[src/rtl/mct_pkg.sv]
package mct_pkg;
  localparam int NG      = 2;   // gate count
  localparam int LEN_W   = 24;  // gate length and data width
  localparam int PER_W   = 24;  // fire period width
  localparam int ADDR_W  = 2;
  localparam int DIV     = 4;   // time base cycles per fire tick
  localparam int MIN_PER = 10;  // smallest fire period in ticks
  localparam int CTRL_W  = 2 * NG + 2;
  localparam int FIRE_BIT = 2 * NG + 1;

  function automatic int gate_en_bit(input int i);
    return 1 + 2 * i;
  endfunction

  function automatic int gate_ext_bit(input int i);
    return 2 + 2 * i;
  endfunction

  function automatic logic [PER_W-1:0] eff_period(input logic [PER_W-1:0] p);
    return (p < PER_W'(MIN_PER)) ? PER_W'(MIN_PER) : p;
  endfunction
endpackage

[src/rtl/mct_edge_sync.sv]
module mct_edge_sync #(
  parameter int STAGES = 2
) (
  input  logic clk,
  input  logic rst_n,
  input  logic async_i,
  input  logic fall_sel,
  output logic edge_o
);
  logic [STAGES-1:0] sh_q;
  logic              prev_q;
  logic              synced;

  always_ff @(posedge clk) begin
    if (!rst_n) begin
      sh_q   <= '0;
      prev_q <= 1'b0;
    end else begin
      sh_q   <= {sh_q[STAGES-2:0], async_i};
      prev_q <= sh_q[STAGES-1];
    end
  end

  assign synced = sh_q[STAGES-1];
  assign edge_o = fall_sel ? (prev_q & ~synced) : (synced & ~prev_q);


  edge_single_chk: assert property (@(posedge clk) disable iff (!rst_n)
    edge_o && $stable(fall_sel) |=> !edge_o || (fall_sel != $past(fall_sel)));
endmodule

[src/rtl/mct_gate.sv]
module mct_gate #(
  parameter int LEN_W = 24
) (
  input  logic             clk,
  input  logic             rst_n,
  input  logic             enable,
  input  logic             start,
  input  logic [LEN_W-1:0] len,
  output logic             open_o
);
  logic [LEN_W-1:0] cnt_q;

  always_ff @(posedge clk) begin
    if (!rst_n || !enable) cnt_q <= '0;
    else if (cnt_q != '0)  cnt_q <= cnt_q - LEN_W'(1);
    else if (start)        cnt_q <= len;
  end

  assign open_o = (cnt_q != '0);


  gate_open_chk: assert property (@(posedge clk) disable iff (!rst_n)
    enable && start && !open_o && (len != '0) |=> open_o);

  zero_len_chk: assert property (@(posedge clk) disable iff (!rst_n)
    !open_o && (len == '0) |=> !open_o);

  disabled_closed_chk: assert property (@(posedge clk) disable iff (!rst_n)
    !enable |=> !open_o);

  retrig_ignore_chk: assert property (@(posedge clk) disable iff (!rst_n)
    enable && open_o && start |=> cnt_q == $past(cnt_q) - LEN_W'(1));
endmodule

[src/rtl/mct_fire.sv]
module mct_fire
  import mct_pkg::*;
#(
  parameter int P_W = PER_W,
  parameter int D   = DIV
) (
  input  logic           clk,
  input  logic           rst_n,
  input  logic           enable,
  input  logic [P_W-1:0] period,
  output logic           fire_o
);
  localparam int PS_W = (D > 1) ? $clog2(D) : 1;

  logic [PS_W-1:0] presc_q;
  logic [P_W-1:0]  pcnt_q;
  logic            tick;

  assign tick = (presc_q == PS_W'(D - 1));

  always_ff @(posedge clk) begin
    if (!rst_n || !enable) begin
      presc_q <= '0;
      pcnt_q  <= '0;
      fire_o  <= 1'b0;
    end else begin
      presc_q <= tick ? '0 : presc_q + PS_W'(1);
      fire_o  <= tick && (pcnt_q == '0);
      if (tick) pcnt_q <= (pcnt_q == '0) ? eff_period(period) - P_W'(1)
                                         : pcnt_q - P_W'(1);
    end
  end


  fire_single_chk: assert property (@(posedge clk) disable iff (!rst_n)
    fire_o |=> !fire_o);

  fire_on_tick_chk: assert property (@(posedge clk) disable iff (!rst_n)
    fire_o |-> $past(tick));

  fire_min_chk: assert property (@(posedge clk) disable iff (!rst_n)
    fire_o |-> pcnt_q >= P_W'(MIN_PER - 1));
endmodule

[src/rtl/meas_ctrl_timing.sv]
module meas_ctrl_timing
  import mct_pkg::*;
(
  input  logic              clk,
  input  logic              rst_n,
  input  logic              cfg_we,
  input  logic [ADDR_W-1:0] cfg_addr,
  input  logic [LEN_W-1:0]  cfg_wdata,
  input  logic              trig_ext,
  input  logic              sw_start,
  output logic [NG-1:0]     gate_o,
  output logic              fire_o
);
  logic [CTRL_W-1:0] ctrl_q;
  logic [LEN_W-1:0]  len_q [NG];
  logic [PER_W-1:0]  per_q;
  logic              trig_edge;
  logic [NG-1:0]     gate_start;

  always_ff @(posedge clk) begin
    if (!rst_n) begin
      ctrl_q <= '0;
      per_q  <= PER_W'(MIN_PER);
    end else if (cfg_we) begin
      if (cfg_addr == '0)               ctrl_q <= cfg_wdata[CTRL_W-1:0];
      if (cfg_addr == ADDR_W'(NG + 1))  per_q  <= PER_W'(cfg_wdata);
    end
  end

  mct_edge_sync #(.STAGES(2)) u_sync (
    .clk     (clk),
    .rst_n   (rst_n),
    .async_i (trig_ext),
    .fall_sel(ctrl_q[0]),
    .edge_o  (trig_edge)
  );

  for (genvar i = 0; i < NG; i++) begin : g_gate
    always_ff @(posedge clk) begin
      if (!rst_n) len_q[i] <= '0;
      else if (cfg_we && cfg_addr == ADDR_W'(i + 1)) len_q[i] <= cfg_wdata;
    end

    assign gate_start[i] = sw_start | (ctrl_q[gate_ext_bit(i)] & trig_edge);

    mct_gate #(.LEN_W(LEN_W)) u_gate (
      .clk   (clk),
      .rst_n (rst_n),
      .enable(ctrl_q[gate_en_bit(i)]),
      .start (gate_start[i]),
      .len   (len_q[i]),
      .open_o(gate_o[i])
    );


    gate_cause_chk: assert property (@(posedge clk) disable iff (!rst_n)
      $rose(gate_o[i]) |-> $past(sw_start) || $past(trig_edge && ctrl_q[gate_ext_bit(i)]));
  end

  mct_fire #(.P_W(PER_W), .D(DIV)) u_fire (
    .clk   (clk),
    .rst_n (rst_n),
    .enable(ctrl_q[FIRE_BIT]),
    .period(per_q),
    .fire_o(fire_o)
  );


  reset_quiet_chk: assert property (@(posedge clk)
    !rst_n |=> (gate_o == '0) && !fire_o);
endmodule

[config.mk]
export PLATFORM = sky130hd
export DESIGN_NAME = meas_ctrl_timing
export DESIGN_NICKNAME = d
export VERILOG_FILES = /design/src/rtl/mct_pkg.sv /design/src/rtl/mct_edge_sync.sv /design/src/rtl/mct_gate.sv /design/src/rtl/mct_fire.sv /design/src/rtl/meas_ctrl_timing.sv
export SDC_FILE = /design/constraint.sdc
export NUM_CORES = 1
export LEC_CHECK = 0
export ABC_CLOCK_PERIOD_IN_PS = 9300
export BUFFER_PORTS_ARGS = -buffer_cell sky130_fd_sc_hd__buf_2
export CAP_MARGIN = 10
export CORE_MARGIN = 5
export CORE_UTILIZATION = 60
export CTS_BUF_LIST = sky130_fd_sc_hd__clkbuf_8
export CTS_CLUSTER_DIAMETER = 30
export DETAILED_ROUTE_END_ITERATION = 16
export HOLD_SLACK_MARGIN = 0.08
export PLACE_DENSITY = 0.83
export SETUP_SLACK_MARGIN = 0.15
export SYNTH_ARGS = -nofsm -noshare
export SYNTH_HDL_FRONTEND = slang
export SYNTH_SLANG_ARGS = --single-unit
[constraint.sdc]
create_clock -name clk -period 9.3 [get_ports clk]
set_input_delay 1.86 -clock clk [delete_from_list [all_inputs] [get_ports clk]]
set_output_delay 1.86 -clock clk [all_outputs]
set_load 0.01 [all_outputs]
==> flow_summary.yaml, run 1 <==
power:
  swShare: 0.282
  switchingPower_w: 0.000408
  cellPowerDensity_nw_per_um2: 176
  p_seq_frac: 0.513
  p_total_w: 0.00145
  clockPowerShare: 0.341
  p_int_w: 0.00104
  p_leak_nw: 3.05
  p_comb_frac: 0.146
  ir_worst_vdd_v: 0.0000994
setup_path:
  crit_family: "simple AND/OR/NAND/NOR gates"
  cp_data_arrival_time_ps: 3080
  cpMaxStageDelayCell: "or4_1"
  cp-end-kind: "output port"
  required_ps: 7440
  critPathBufInv: 2
  r2r_setup_slack_ps: 5180
  crit_path_max_incr_delay_ps: 610
  r2r-end: "u_fire.pcnt_q[22]"
  path_cells: "or4_1 > or4_4 > nor3_2 > inv_1 > buf_2"
  crit_fanout: 14
  worstSetupPathType: "flip-flop to output port"
  cp-start-kind: "flip-flop"
  r2r_start: "u_fire.pcnt_q[17]"
  reg2regPathDepth: 11
global_route:
  busiest_layer: "met2"
  grt_util_met1: 0.322
  grt.overflow.total: 0
  grt_start_max_net_pins: 42
  grt_first_pass_wirelength_mm: 31.2
  met3_usage: 0.0539
  grt_antenna_before_repair: 0
  grt_pass1_vias: 6304
  grt_use_total: 0.263
  use_met2: 0.451
hold_path:
  min_to: "u_fire.presc_q[0]"
  hold_class: "flip-flop to flip-flop"
  hold_start: "u_fire.presc_q[0]"
  hold_depth: 1
sta:
  max_freq_mhz: 202
  final_max_slew_viol_count: 0
  finalSetupTns_ps: 0
  period_minus_slack_ps: 4940
  min_period_over_period: 0.532
  finClkSkew_ps: 14.2
  slew-limit-headroom: 0.235
  rsz0062_at_grt: "false"
  finalSetupViolCount: 0
  hold_violations: 0
  tightest_slew_ps: 1150
layout:
  layout_common_cells: "nand2_1 (108), dfxtp_1 (108), nor2_1 (59)"
  num_antenna_cells: 0
  area_growth_pct: 7.76
  drive_gt1_frac: 0.106
  nets: 880
die:
  die_x_um: 123
  coreArea_sq_um: 12600
  initial_core_util: 0.608
  dieArea_sq_um: 15100
  die_h_um: 123
  ios: 34
  rows: 41
synth:
  synth_ff_type: "dfxtp_1"
  synth-seq-cells: 156
  ys_warn_count: 0
  synth_edf_count: 48
  synth_top_area_frac: 0.283
  ys_seq_area_frac: 0.471
  synthesis.instances: 836
  async_reset_ff_frac: 0
  synth_top_cell_by_area: "dfxtp_1"
  yosys-top-cells-area: "dfxtp_1 (28%), edfxtp_1 (19%), nand2_1 (5.3%)"
  syn_area_sq_um: 7640
  syn_nets: 871
  synthDistinctLibCells: 76
  syn_avg_cell_area_sq_um: 9.14
drt:
  vias: 6451
  wl_per_cell_um: 18.3
  detail_route.iter0.violations: 538
  remaining_drc_errors: 0
  drt.antenna.violating_nets: 0
  vias_per_cell: 6.26
  wl_mm: 18.8
  first_pass_iters: 5
placement:
  gp_congestion: 0.997
  dp_hpwl_mm: 13.4
  io_buffers: 33
clock_tree:
  cts_buffers: 17
  cts_num_sinks: 156
  cts_tree: "done"
  cts_resized: 0
  cts_setup_buffers: 0
  clk_latency_ps: 450
  clkTransAtPathRegs_ps: 90
  cts_max_path_buffers: 2
  htree_levels: 4
  ctsHoldBuffers: 0
  cts_root_buf: "clkbuf_8"
outcome:
  status: "completed"
flow_run:
  maxCapViolCount: 0
[through the flow]
step	util	worst slack, ps	cell area, sq um	cells	hold WS [ps]
finish	0.655	4360	8240	1030	433
detailed placement	0.625	4880	7860	998	424
global route	0.655	4150	8240	1030	464
global placement	0.625	4970	7860	998	413
floorplan	-	5210	7640	836	404
CTS	0.655	4380	8240	1030	436
[power groups by stage]
stage	sequential, W	combinational (W)	clock (W)
2_1_floorplan	0.000750	0.000164	0
3_3_place_gp	0.000756	0.000199	0
3_5_place_dp	0.000757	0.000206	0
4_1_cts	0.000741	0.000209	0.000500
5_1_grt	0.000744	0.000234	0.000532
6_report	0.000742	0.000211	0.000494
[synthesized netlist by cell type, drive strengths merged, types with 2 or more instances]
cell type  count
dfxtp        108
nand2        108
nor2          62
and2          56
a21oi         49
nor3          49
edfxtp        48
clkbuf        35
a211oi        30
o21ai         23
a21boi        22
mux2i         22
nand3         20
nor4          19
or3           15
xnor2         13
inv           11
nand4         10
a311oi         9
a31oi          9
buf            9
and3           8
nor2b          8
or4            8
xor2           8
a2111oi        7
a21o           7
o31ai          7
nand2b         5
a221oi         4
a22oi          4
ha             4
nand4b         4
or2            4
a211o          3
nor4b          3
o22ai          3
a2111o         2
o211ai         2
o21a           2
o32a           2
[worst max-delay path by stage]
stage,from,endpoint,slack (ps),cells past startpoint
6_report,g_gate[0].u_gate.cnt_q[10],gate_o[0],4360,5
4_1_cts,g_gate[0].u_gate.cnt_q[10],gate_o[0],4380,5
3_5_place_dp,g_gate[0].u_gate.cnt_q[10],gate_o[0],4880,5
3_3_place_gp,g_gate[0].u_gate.cnt_q[10],gate_o[0],4970,5
5_1_grt,g_gate[0].u_gate.cnt_q[10],gate_o[0],4150,5
2_1_floorplan,g_gate[1].u_gate.cnt_q[9],gate_o[1],5210,8
[layer usage]
| layer | share of wire | vias up |
|---|---|---|
| met5 | 0 | - |
| met3 | 0.056 | 49 |
| met4 | 0.028 | 0 |
| met1 | 0.41 | 3055 |
| met2 | 0.50 | 251 |
| li1 | - | 3096 |
[sequential cells by signal (all words and copies together) (netlist names), 2 cells and up]
register / count
ctrl_q: 6
g_gate.u_gate.cnt_q: 48
len_q: 48
u_sync.sh_q: 2
u_fire.pcnt_q: 24
per_q: 24
u_fire.presc_q: 2
[logic make-up (layout without fill, tap and decap cells)]
group / count (synthesis) / in the layout / synth area share
XOR/XNOR: 21 / 21 / 0.0241
buffers and inverters: 56 / 78 / 0.0301
AO/OA/AOI/OAI: 194 / 194 / 0.178
flip-flops: 156 / 156 / 0.471
multiplexers: 22 / 22 / 0.0288
AND/OR/NAND/NOR: 383 / 383 / 0.261
adder cells (fa/ha/maj): 4 / 4 / 0.00655
[worst reg2reg max path: stages (launching register included)]
cell	delay, ps
dfxtp_1	370
nor4_1	510
and4_1	520
o211ai_1	430
o22ai_1	250
ha_1	220
nand2b_1	140
or4_1	470
a2111oi_4	330
nand4_2	230
o21a_1	240
a311o_1	310
[area by class of cell]
| type | instances | area, sq um |
|---|---|---|
| clock buffers | 17 | 234 |
| clock inverters | 15 | 148 |
| fillers | 1017 | 4330 |
| inverters | 12 | 45.0 |
| multi-input cells | 624 | 3820 |
| flip-flops and latches | 156 | 3600 |
| well taps | 172 | 215 |
| repair buffers | 34 | 173 |
Note: power is estimated with default switching activity, not from simulation.
==> run 2, diff against run 1 <==
- ABC_AREA: not set -> 1
- ABC_CLOCK_PERIOD_IN_PS: 9300 -> 4300
- CORE_UTILIZATION: 60 -> 58
- PLACE_DENSITY: 0.83 -> 0.84
- clock period: 9.3 -> 4.3 ns (I/O delays scaled with it)
==> run 2 against run 1 <==
Combinational power grew to 5.2 times the previous value. Final area grew 5.5%. Via count up 7.8%. Global-route usage fell by 1.8 points. Synthesized cell count increased by 28%. Critical endpoint unchanged. Highest routed layer is now met5.
==> flow_summary.yaml, run 2 <==
synth:
  syn_avg_cell_area_sq_um: 7.46
  synth-seq-cells: 156
  synth_ff_type: "dfxtp_1"
  syn_area_sq_um: 7970
  synthDistinctLibCells: 45
  synth_top_cell_by_area: "dfxtp_1"
  ys_warn_count: 0
  synth_top_area_frac: 0.271
  synthTopCellsByCount: "nand2_1 (209), nor2_1 (197), inv_1 (119), dfxtp_1 (108), o21ai_0 (76)"
  ys_seq_area_frac: 0.452
  yosys-top-cells-area: "dfxtp_1 (27%), edfxtp_1 (18%), nand2_1 (9.8%)"
  synth_edf_count: 48
  synthesis.instances: 1067
  syn_nets: 1102
  async_reset_ff_frac: 0
  synth_most_common_cell: "nand2_1"
die:
  rows: 42
  dieArea_sq_um: 16200
  coreArea_sq_um: 13300
  die_x_um: 127
  ios: 34
  initial_core_util: 0.597
  die_h_um: 127
placement:
  pre_cts_ws_ps: 1660
  gp_congestion: 0.880
  io_buffers: 33
  place_inst: 1249
  dp_hpwl_mm: 13.7
drt:
  vias_per_cell: 5.43
  drt.antenna.violating_nets: 0
  wl_mm: 19.0
  first_pass_iters: 5
  detail_route.iter0.violations: 772
  remaining_drc_errors: 0
  vias: 6953
  wl_per_cell_um: 14.8
layout:
  largestRegisters: "g_gate.u_gate.cnt_q (48), len_q (48)"
  nFillCells: 1133
  layout.cells.non_filler: 1281
  final_util: 0.651
  drive_gt1_frac: 0.111
  nets: 1127
  area_growth_pct: 9.14
  layout_common_cells: "nand2_1 (209), nor2_1 (197), inv_1 (122)"
  num_antenna_cells: 0
  final_common_cell: "nand2_1"
sta:
  final_max_slew_viol_count: 0
  tightest_slew_ps: 1110
  holdWs_ps: 417
  hold_violations: 0
  slew-limit-headroom: 0.261
  max_freq_mhz: 318
  min_period_over_period: 0.732
  rsz0062_at_grt: "false"
  finalSetupViolCount: 0
  finClkSkew_ps: 14.2
  fin_ws_ps: 1150
  period_minus_slack_ps: 3150
  finalSetupTns_ps: 0
setup_path:
  r2r_start: "u_fire.pcnt_q[23]"
  r2r_setup_slack_ps: 1730
  worstSetupPathType: "flip-flop to output port"
  required_ps: 3440
  cp_data_arrival_time_ps: 2290
  crit_start: "g_gate[0].u_gate.cnt_q[0]"
  cp-start-kind: "flip-flop"
  r2r-end: "u_fire.pcnt_q[20]"
  crit_fanout: 4
  cp-end-kind: "output port"
  reg2regPathDepth: 15
outcome:
  status: "completed"
clock_tree:
  cts_setup_buffers: 0
  clk_latency_ps: 460
  cts_num_sinks: 156
  cts_buffers: 17
  cts_max_path_buffers: 2
  clkTransAtPathRegs_ps: 80
  ctsHoldBuffers: 0
  cts_root_buf: "clkbuf_8"
  htree_levels: 4
  cts_resized: 0
  cts_tree: "done"
global_route:
  busiest_layer: "met2"
  use_met2: 0.412
  grt.overflow.total: 0
  met3_usage: 0.0442
  grt_use_total: 0.244
  grt_start_max_net_pins: 49
  grt_util_met1: 0.307
  grt_first_pass_wirelength_mm: 31.8
  grt_antenna_before_repair: 1
  grt_pass1_vias: 6559
power:
  ir_worst_vdd_v: 0.000220
  p_leak_nw: 3.98
  cellPowerDensity_nw_per_um2: 453
flow_run:
  maxCapViolCount: 0
hold_path:
  hold_start: "u_sync.sh_q[0]"
  hold_depth: 2
  min_to: "u_sync.sh_q[1]"
  hold_class: "flip-flop to flip-flop"
==> run 2: cell types whose count changed in the layout (fill, tap and decap cells not counted), moves of 14 or more <==
cell,previous run,this run
a21boi_0,22,0
nor2_1,59,197
inv_1,12,122
nor3_1,47,16
nand3_1,20,57
nor2_2,1,17
nand2_1,108,209
and2_1,55,0
nor4_1,16,1
mux2i_1,22,1
nand2_2,0,14
o21ai_0,21,76
==> run 2: area by class of cell <==
cell class                 instances  area (sq um)  share of cell area
clock buffer                      19           262              0.0301
clock inverter                    13           174              0.0200
inverter                         122           458              0.0527
multi-input combinational        758          3780               0.435
sequential                       156          3600               0.415
tap                              176           220              0.0253
timing repair buffer              37           195              0.0225
==> run 2: cells by family (layout without fill, tap and decap cells) <==
group                    count (synthesis)  count (layout)  share of synthesized area
AND/OR/NAND/NOR                        544             544                      0.300
flip-flops                             156             156                      0.452
XOR/XNOR                                31              31                     0.0341
multiplexers                             1               1                    0.00126
buffers and inverters                  153             191                     0.0770
AO/OA/AOI/OAI                          178             178                      0.129
adder cells (fa/ha/maj)                  4               4                    0.00628
==> run 2: stage by stage <==
step	cell area (sq um)	total power [W]
after floorplan	7970	0.00250
after global placement	8260	0.00270
after detailed placement	8260	0.00272
after CTS	8690	0.00393
after global routing	8690	0.00416
final	8690	0.00394
==> run 2: critical path, cell delays in order, from the launching register on <==
cell	delay, ps
dfxtp_1	310
inv_1	100
ha_1	230
nand2_1	120
nor2_1	260
nand4_1	130
nor2_1	120
nand2_1	90
nor2_1	210
inv_1	120
buf_2	160
==> run 2: metal layers <==
metal	part of all wire	vias to the layer above
met5	0.00037	-
met4	0.029	2
met3	0.064	47
met2	0.48	269
met1	0.42	3113
li1	-	3522
==> run 2: how the worst max path moves through the flow <==
stage               depth (start not counted)  slack [ps]                          to
floorplan                                   2        1080                 len_q[0][0]
CTS                                        10        1150                   gate_o[1]
global route                               10         870                   gate_o[1]
global placement                            4        1690  g_gate[1].u_gate.cnt_q[17]
finish                                     10        1150                   gate_o[0]
detailed placement                          5        1660            u_fire.pcnt_q[0]
==> run 2: power by group <==
group	total (W)	internal (W)	leakage (nW)	switching [W]
registers	0.00163	0.00159	1.35	0.0000429
logic	0.00109	0.000339	2.41	0.000750
clock network	0.00122	0.000659	0.226	0.000561
